## src/rtl/trc_ovf_pkg.sv

```systemverilog
`timescale 1ns/1ps
package trc_ovf_pkg;
  typedef enum logic [1:0] {ST_IDLE, ST_FWD, ST_DROP} adm_state_t;
  localparam logic [3:0] SYNC_TYPE = 4'hF;
endpackage

```

## src/rtl/trc_ovf_fifo.sv

```systemverilog
`timescale 1ns/1ps
module trc_ovf_fifo #(
  parameter int W     = 33,
  parameter int DEPTH = 16
) (
  input  logic                       clk,
  input  logic                       rst,
  input  logic                       wr_en,
  input  logic [W-1:0]               wr_data,
  input  logic                       rd_en,
  output logic [W-1:0]               rd_data,
  output logic [$clog2(DEPTH):0]     cnt,
  output logic                       nonempty
);
  localparam int AW = $clog2(DEPTH);
  localparam int CW = AW + 1;

  logic [W-1:0]  mem [DEPTH];
  logic [AW-1:0] wp_q, rp_q;
  logic [CW-1:0] cnt_q;

  // storage has no reset so it can map onto RAM
  always_ff @(posedge clk) begin
    if (wr_en) mem[wp_q] <= wr_data;
  end

  always_ff @(posedge clk) begin
    if (rst) begin
      wp_q  <= '0;
      rp_q  <= '0;
      cnt_q <= '0;
    end else begin
      if (wr_en) wp_q <= wp_q + AW'(1);
      if (rd_en) rp_q <= rp_q + AW'(1);
      cnt_q <= cnt_q + CW'(wr_en) - CW'(rd_en);
    end
  end

  assign rd_data  = mem[rp_q];
  assign cnt      = cnt_q;
  assign nonempty = (cnt_q != '0);
endmodule

```

## src/rtl/trc_ovf_admit.sv

```systemverilog
`timescale 1ns/1ps
module trc_ovf_admit
  import trc_ovf_pkg::*;
#(
  parameter int DATA_W = 32,
  parameter int DEPTH  = 16,
  parameter int LEN_W  = 4
) (
  input  logic                    clk,
  input  logic                    rst,
  input  logic                    en,
  input  logic                    stall_mode,
  input  logic [$clog2(DEPTH):0]  hyst_lvl,
  input  logic [$clog2(DEPTH):0]  fifo_cnt,
  input  logic                    in_valid,
  input  logic [DATA_W-1:0]       in_data,
  input  logic                    in_last,
  output logic                    in_ready,
  output logic                    wr_en,
  output logic [DATA_W-1:0]       wr_data,
  output logic                    wr_last,
  output logic                    stall_req,
  output logic                    drop_pulse
);
  localparam int AW    = $clog2(DEPTH);
  localparam int CW    = AW + 1;
  localparam int CMP_W = (LEN_W + 2 > CW) ? LEN_W + 2 : CW;
  localparam logic [DATA_W-1:0] SYNC_WORD = {SYNC_TYPE, {(DATA_W-4){1'b0}}};

  adm_state_t       st_q, st_d;
  logic             wait_q, sync_q, stall_q;
  logic [CMP_W-1:0] beats, need, room;
  logic             oversize, blocked, fits, emit, hold;

  // admission arithmetic on the first beat
  assign beats    = CMP_W'(in_data[LEN_W-1:0]) + CMP_W'(1);
  assign need     = beats + CMP_W'(sync_q);
  assign room     = CMP_W'(DEPTH) - CMP_W'(fifo_cnt);
  assign oversize = beats > CMP_W'(DEPTH);
  assign blocked  = wait_q && (fifo_cnt > hyst_lvl);
  assign fits     = !blocked && (need <= room);

  always_comb begin
    st_d       = st_q;
    in_ready   = 1'b0;
    wr_en      = 1'b0;
    wr_data    = in_data;
    wr_last    = in_last;
    drop_pulse = 1'b0;
    emit       = 1'b0;
    hold       = 1'b0;
    if (!en) begin
      st_d = ST_IDLE;
    end else begin
      unique case (st_q)
        ST_IDLE: begin
          if (in_valid) begin
            if (oversize) begin
              in_ready   = 1'b1;
              drop_pulse = 1'b1;
              if (!in_last) st_d = ST_DROP;
            end else if (fits) begin
              wr_en = 1'b1;
              if (sync_q) begin
                emit    = 1'b1;
                wr_data = SYNC_WORD;
                wr_last = 1'b1;
              end else begin
                in_ready = 1'b1;
                if (!in_last) st_d = ST_FWD;
              end
            end else if (stall_mode) begin
              hold = 1'b1;
            end else begin
              in_ready   = 1'b1;
              drop_pulse = 1'b1;
              if (!in_last) st_d = ST_DROP;
            end
          end
        end
        ST_FWD: begin
          in_ready = 1'b1;
          wr_en    = in_valid;
          if (in_valid && in_last) st_d = ST_IDLE;
        end
        ST_DROP: begin
          in_ready = 1'b1;
          if (in_valid && in_last) st_d = ST_IDLE;
        end
        default: st_d = ST_IDLE;
      endcase
    end
  end

  always_ff @(posedge clk) begin
    if (rst) begin
      st_q    <= ST_IDLE;
      wait_q  <= 1'b0;
      sync_q  <= 1'b0;
      stall_q <= 1'b0;
    end else begin
      st_q    <= st_d;
      stall_q <= hold;
      if (!en) begin
        wait_q <= 1'b0;
        sync_q <= 1'b0;
      end else begin
        wait_q <= drop_pulse || (wait_q && (fifo_cnt > hyst_lvl));
        if (drop_pulse)  sync_q <= 1'b1;
        else if (emit)   sync_q <= 1'b0;
      end
    end
  end

  assign stall_req = stall_q;
endmodule

```

## src/rtl/trc_ovf_stat.sv

```systemverilog
`timescale 1ns/1ps
module trc_ovf_stat #(
  parameter int CNT_W = 8
) (
  input  logic             clk,
  input  logic             rst,
  input  logic             drop_pulse,
  output logic             ovf_flag,
  output logic [CNT_W-1:0] drop_cnt
);
  logic             ovf_q;
  logic [CNT_W-1:0] cnt_q;

  always_ff @(posedge clk) begin
    if (rst) begin
      ovf_q <= 1'b0;
      cnt_q <= '0;
    end else if (drop_pulse) begin
      ovf_q <= 1'b1;
      if (cnt_q != {CNT_W{1'b1}}) cnt_q <= cnt_q + CNT_W'(1);
    end
  end

  assign ovf_flag = ovf_q;
  assign drop_cnt = cnt_q;
endmodule

```

## src/rtl/trc_ovf_ctrl.sv

```systemverilog
`timescale 1ns/1ps
module trc_ovf_ctrl #(
  parameter int DATA_W = 32,
  parameter int DEPTH  = 16,
  parameter int LEN_W  = 4,
  parameter int CNT_W  = 8
) (
  input  logic                    clk,
  input  logic                    rst,
  input  logic                    en,
  input  logic                    stall_mode,
  input  logic [$clog2(DEPTH):0]  hyst_lvl,
  input  logic                    in_valid,
  input  logic [DATA_W-1:0]       in_data,
  input  logic                    in_last,
  output logic                    in_ready,
  output logic                    stall_req,
  output logic                    out_valid,
  output logic [DATA_W-1:0]       out_data,
  output logic                    out_last,
  input  logic                    out_ready,
  output logic                    ovf_flag,
  output logic [CNT_W-1:0]        drop_cnt
);
  localparam int AW = $clog2(DEPTH);
  localparam int EW = DATA_W + 1;

  logic              wr_en, wr_last, drop_pulse, pop, nonempty;
  logic [DATA_W-1:0] wr_data;
  logic [AW:0]       fifo_cnt;
  logic [EW-1:0]     rd_entry;

  trc_ovf_admit #(.DATA_W(DATA_W), .DEPTH(DEPTH), .LEN_W(LEN_W)) u_admit (
    .clk(clk), .rst(rst), .en(en), .stall_mode(stall_mode),
    .hyst_lvl(hyst_lvl), .fifo_cnt(fifo_cnt),
    .in_valid(in_valid), .in_data(in_data), .in_last(in_last),
    .in_ready(in_ready), .wr_en(wr_en), .wr_data(wr_data),
    .wr_last(wr_last), .stall_req(stall_req), .drop_pulse(drop_pulse)
  );

  assign pop = nonempty && out_ready;

  trc_ovf_fifo #(.W(EW), .DEPTH(DEPTH)) u_fifo (
    .clk(clk), .rst(rst), .wr_en(wr_en), .wr_data({wr_last, wr_data}),
    .rd_en(pop), .rd_data(rd_entry), .cnt(fifo_cnt), .nonempty(nonempty)
  );

  trc_ovf_stat #(.CNT_W(CNT_W)) u_stat (
    .clk(clk), .rst(rst), .drop_pulse(drop_pulse),
    .ovf_flag(ovf_flag), .drop_cnt(drop_cnt)
  );

  assign out_valid = nonempty;
  assign out_data  = rd_entry[DATA_W-1:0];
  assign out_last  = rd_entry[DATA_W];
endmodule

```

## config.mk

```make
export PLATFORM = sky130hd
export DESIGN_NAME = trc_ovf_ctrl
export DESIGN_NICKNAME = d
export VERILOG_FILES = /design/src/rtl/trc_ovf_pkg.sv /design/src/rtl/trc_ovf_fifo.sv /design/src/rtl/trc_ovf_admit.sv /design/src/rtl/trc_ovf_stat.sv /design/src/rtl/trc_ovf_ctrl.sv
export SDC_FILE = /design/constraint.sdc
export NUM_CORES = 1
export LEC_CHECK = 0
export ABC_CLOCK_PERIOD_IN_PS = 12700
export BUFFER_PORTS_ARGS = -buffer_cell sky130_fd_sc_hd__clkbuf_2
export CAP_MARGIN = 20
export CORE_AREA = 2 2 286 288
export CTS_BUF_LIST = sky130_fd_sc_hd__clkbuf_16
export DETAILED_ROUTE_END_ITERATION = 6
export DIE_AREA = 0 0 288 290
export PLACE_DENSITY_LB_ADDON = 0.1
export SYNTH_ARGS = -nofsm -noshare
export SYNTH_HDL_FRONTEND = slang
export SYNTH_SLANG_ARGS = --single-unit
```

## constraint.sdc

```tcl
create_clock -name clk -period 12.7 [get_ports clk]
set_input_delay 1.27 -clock clk [delete_from_list [all_inputs] [get_ports clk]]
set_output_delay 1.27 -clock clk [all_outputs]
set_load 0.005 [all_outputs]
```

==> results.md <==
- Worst path arrival time: 4.12 ns
- Yosys top cell area share: 71.16%
- Most instantiated library cell after synthesis: edfxtp_1
- Worst-path cell chain: clkbuf_2, ha_1, ha_1, nand2_1, o41ai_1, ha_1, and4_4, o21a_1, o31a_1, nor2_1, mux2i_1, o31a_1, clkbuf_2
- Global-route wire length before repair: 82190 µm
- Levels on crit path: 13
- CP Max Fanout: 4
- DRC Markers: 0
- Switching share of power: 25.89%
- CTS tree: built
- Synth cell types: 52
- RSZ-0062 raised after global routing: false
- Share of layout cells above drive strength 1: 31.63%
- Initial antenna violation count: 0
- Slew HR: 34.40%
- 1st-iter DRT viols: 772
- R2r setup slk: 8.22 ns
- Syn Std Cell Area: 22280 µm²
- Max Clk Rate: 185.4 MHz
- Cell mode on critical path: ha_1
- Ys flop type: edfxtp_1
- Pre-CTS WS: 7.164 ns
- Cts repair resizes: 0
- Hold Path End: u_stat.ovf_flag
- Post-synthesis sequential area ratio: 73.95%
- Die Footprint: 83520 µm²
- Critical Path End Type: output port
- Slew @ Worst Pin: 0.9840 ns
- PD cells: 183.0 nW/µm²
- Final ANT Viol Nets: 0
- WS Path Type: in -> out
- Net Switching: 0.001238 W
- Worst Path Required: 11.43 ns
- Root Buffer: clkbuf_16
- Drt wl/cell: 24.31 µm
- Core Box Area: 80160 µm²
- Outcome: complete, no violations
- CTS sink cnt: 559
- Number of global-route vias before repair: 11730
- Hold Path Class: reg -> reg
- Nets@finish: 1270
- Fin. Hold Viols: 0
- Synth async-reset ratio: 0%
- Yosys top cell by area: edfxtp_1
- Syn avg cell area: 21.08 µm²
- CP max stage delay: 0.34 ns
- Initial core utilization: 27.80%
- Vias per cell: 4.634
- Worst hold stages: 2
- DRT Wirelength: 55740 µm
- Pre-antenna DRT Iters: 4
- Setup bufs post-CTS: 0
- Antenna diodes: 0
- Reg2Reg Launch Point: u_admit.sync_q
- Critical path's top delay family: compound AO/OA/AOI/OAI gates
- Cells after synthesis: 1057
- Buf+Inv Stages, Crit Path: 2
- Clock share of power: 36.2%
- Commonest cells in the netlist: 528 x edfxtp_1, 165 x mux4_2, 40 x nor2_1, 34 x ha_1, 31 x dfxtp_1
- Hold Startpoint: u_stat.ovf_flag
- Reg power frac: 44.3%
- Clock buffer depth: 3
- Final Setup Violations: 0
- Row cnt: 104
- Startpoint type of the worst setup path: input pin
- Clock slew at reported path FFs: 0.06 ns
- Die width: 288 µm
- Final WS setup: 7.307 ns
- CTS H-Tree Depth: 3
- Worst R2R Path Depth: 13
- Estimated wirelength of the detail-placed design: 30290 µm
- FF-to-FF End: u_fifo.mem[7][10]
- P_leak: 8.246 nW
- Post-Route Utilization: 32.61%
- Setup_tns: 0 ns
- DP Cell Count: 2183
- MaxCap Viol Count: 0
- Synth Net Count: 1136
- CP max-delay cell: ha_1
- Peak supply drop: 0.07822 mV
- Clk_skew: 0.01727 ns
- Hold-fix buffer count after cts: 0
- Dominant cells by area after synthesis: edfxtp_1 71%, mux4_2 17%, dfxtp_1 2.8%
- Final worst-path cycle share: 42.46%
- Synthesis-to-finish area growth: 17.31%
- #FFs+latches synth: 559
- Internal power: 0.003545 W
- I/O Pins: 89
- Clock period minus worst slack: 5.393 ns
- Post-Layout Cell Count: 2293
- Num CTS Buffers: 66
- Clk_lat worst skew: 0.60 ns
- DR vias: 10630
- Vert. Die Dim: 290 µm
- Ys Warns: 0
- Total track usage: 13.61%
- Post-synth EDFFs: 528
- Fin. max-slew vios: 0
- Pin count of the biggest net entering global routing: 59
- Placer Congestion: 0.6999
- IO buf count: 88
- GRT overflow: 0
- Comb pwr share: 19.4%
[cells in the final DEF (no fill, tap or decap), types with 3 or more instances in the layout]
cell type,count
edfxtp_1,528
mux4_2,165
clkbuf_2,88
clkbuf_16,68
inv_1,47
ha_1,34
buf_4,30
nor2_1,28
and2_1,28
dfxtp_1,27
nand2_1,19
a21oi_1,18
nor2_4,12
nand3_1,11
o21ai_0,11
nand2b_1,10
clkinv_1,10
xnor2_1,7
nor2b_1,6
nand4_1,5
o21ai_1,5
nor3_1,5
and3_1,4
mux2i_1,4
xor2_1,4
nor3_2,4
clkinv_2,4
a31o_1,3
dfxtp_4,3
clkinv_8,3
[registers in the layout (all words and copies together), names as in the netlist, named ones only]
register,count
u_fifo.cnt,5
u_admit.stall_req,1
u_admit.st_q,2
u_admit.wait_q,1
u_stat.drop_cnt,8
u_fifo.wp_q,4
u_fifo.rp_q,4
u_stat.ovf_flag,1
u_admit.sync_q,1
u_fifo.mem,528
[per-stage QoR]
step | hold WS (ns) | power, W | cell area, µm²
final | 0.4899 | 0.004783 | 26140
after floorplan | 0.4604 | 0.002819 | 22280
after global placement | 0.4554 | 0.003131 | 24160
after CTS | 0.5001 | 0.004897 | 26140
after global routing | 0.5693 | 0.005039 | 26140
after detailed placement | 0.4774 | 0.003131 | 24160
[worst reg2reg max path, delay by kind of cell, from the launching register on]
kind | cells | cell delay (ns)
AO/OA/AOI/OAI | 4 | 1.01
AND/OR/NAND/NOR | 4 | 1.00
adder cells (fa/ha/maj) | 3 | 0.84
buffers and inverters | 2 | 0.78
flip-flops | 1 | 0.46
[power by group through the flow]
stage / Combinational, W / Clock, W / Sequential (W)
2_1_floorplan: 0.000702 / 0 / 0.00212
3_3_place_gp: 0.000968 / 0 / 0.00216
3_5_place_dp: 0.000967 / 0 / 0.00216
4_1_cts: 0.000970 / 0.00180 / 0.00213
5_1_grt: 0.00103 / 0.00188 / 0.00213
6_report: 0.000930 / 0.00173 / 0.00212
[worst max-delay path by stage]
stage / endpoint / slack, ns / startpoint
floorplan: u_fifo.mem[0][0] / 6.31 / in_data[0]
global placement: u_fifo.mem[13][15] / 7.15 / in_data[0]
detailed placement: u_fifo.mem[13][20] / 7.16 / in_data[0]
CTS: out_data[5] / 7.14 / flop
global route: out_data[3] / 7.02 / flop
finish: in_ready / 7.31 / in_data[0]
[layer usage]
metal	global-route usage (%)	vias up	routed length, µm
li1	-	4637	-
met1	18.40	5718	25260
met2	22.33	210	27310
met3	2.571	61	2185
met4	3.867	0	989
met5	0	-	0
[logic make-up (layout without fill, tap and decap cells)]
family	after synthesis	in the layout	share of synthesized area, %
adder cells (fa/ha/maj)	35	35	1.999
multiplexers	171	171	16.96
AO/OA/AOI/OAI	57	57	1.747
XOR/XNOR	11	11	0.4324
other	1	1	0.01683
buffers and inverters	80	256	1.516
flip-flops	559	559	73.95
AND/OR/NAND/NOR	143	143	3.381
[cell type report]
cell class	count	area, µm²
fill	7727	54020
sequential	559	16490
multi-input combinational	418	5579
clock buffer	68	1702
tap	1060	1326
timing repair buffer	118	665.6
clock inverter	42	270.3
inverter	28	105.1
(Power assumes the default switching activity.)
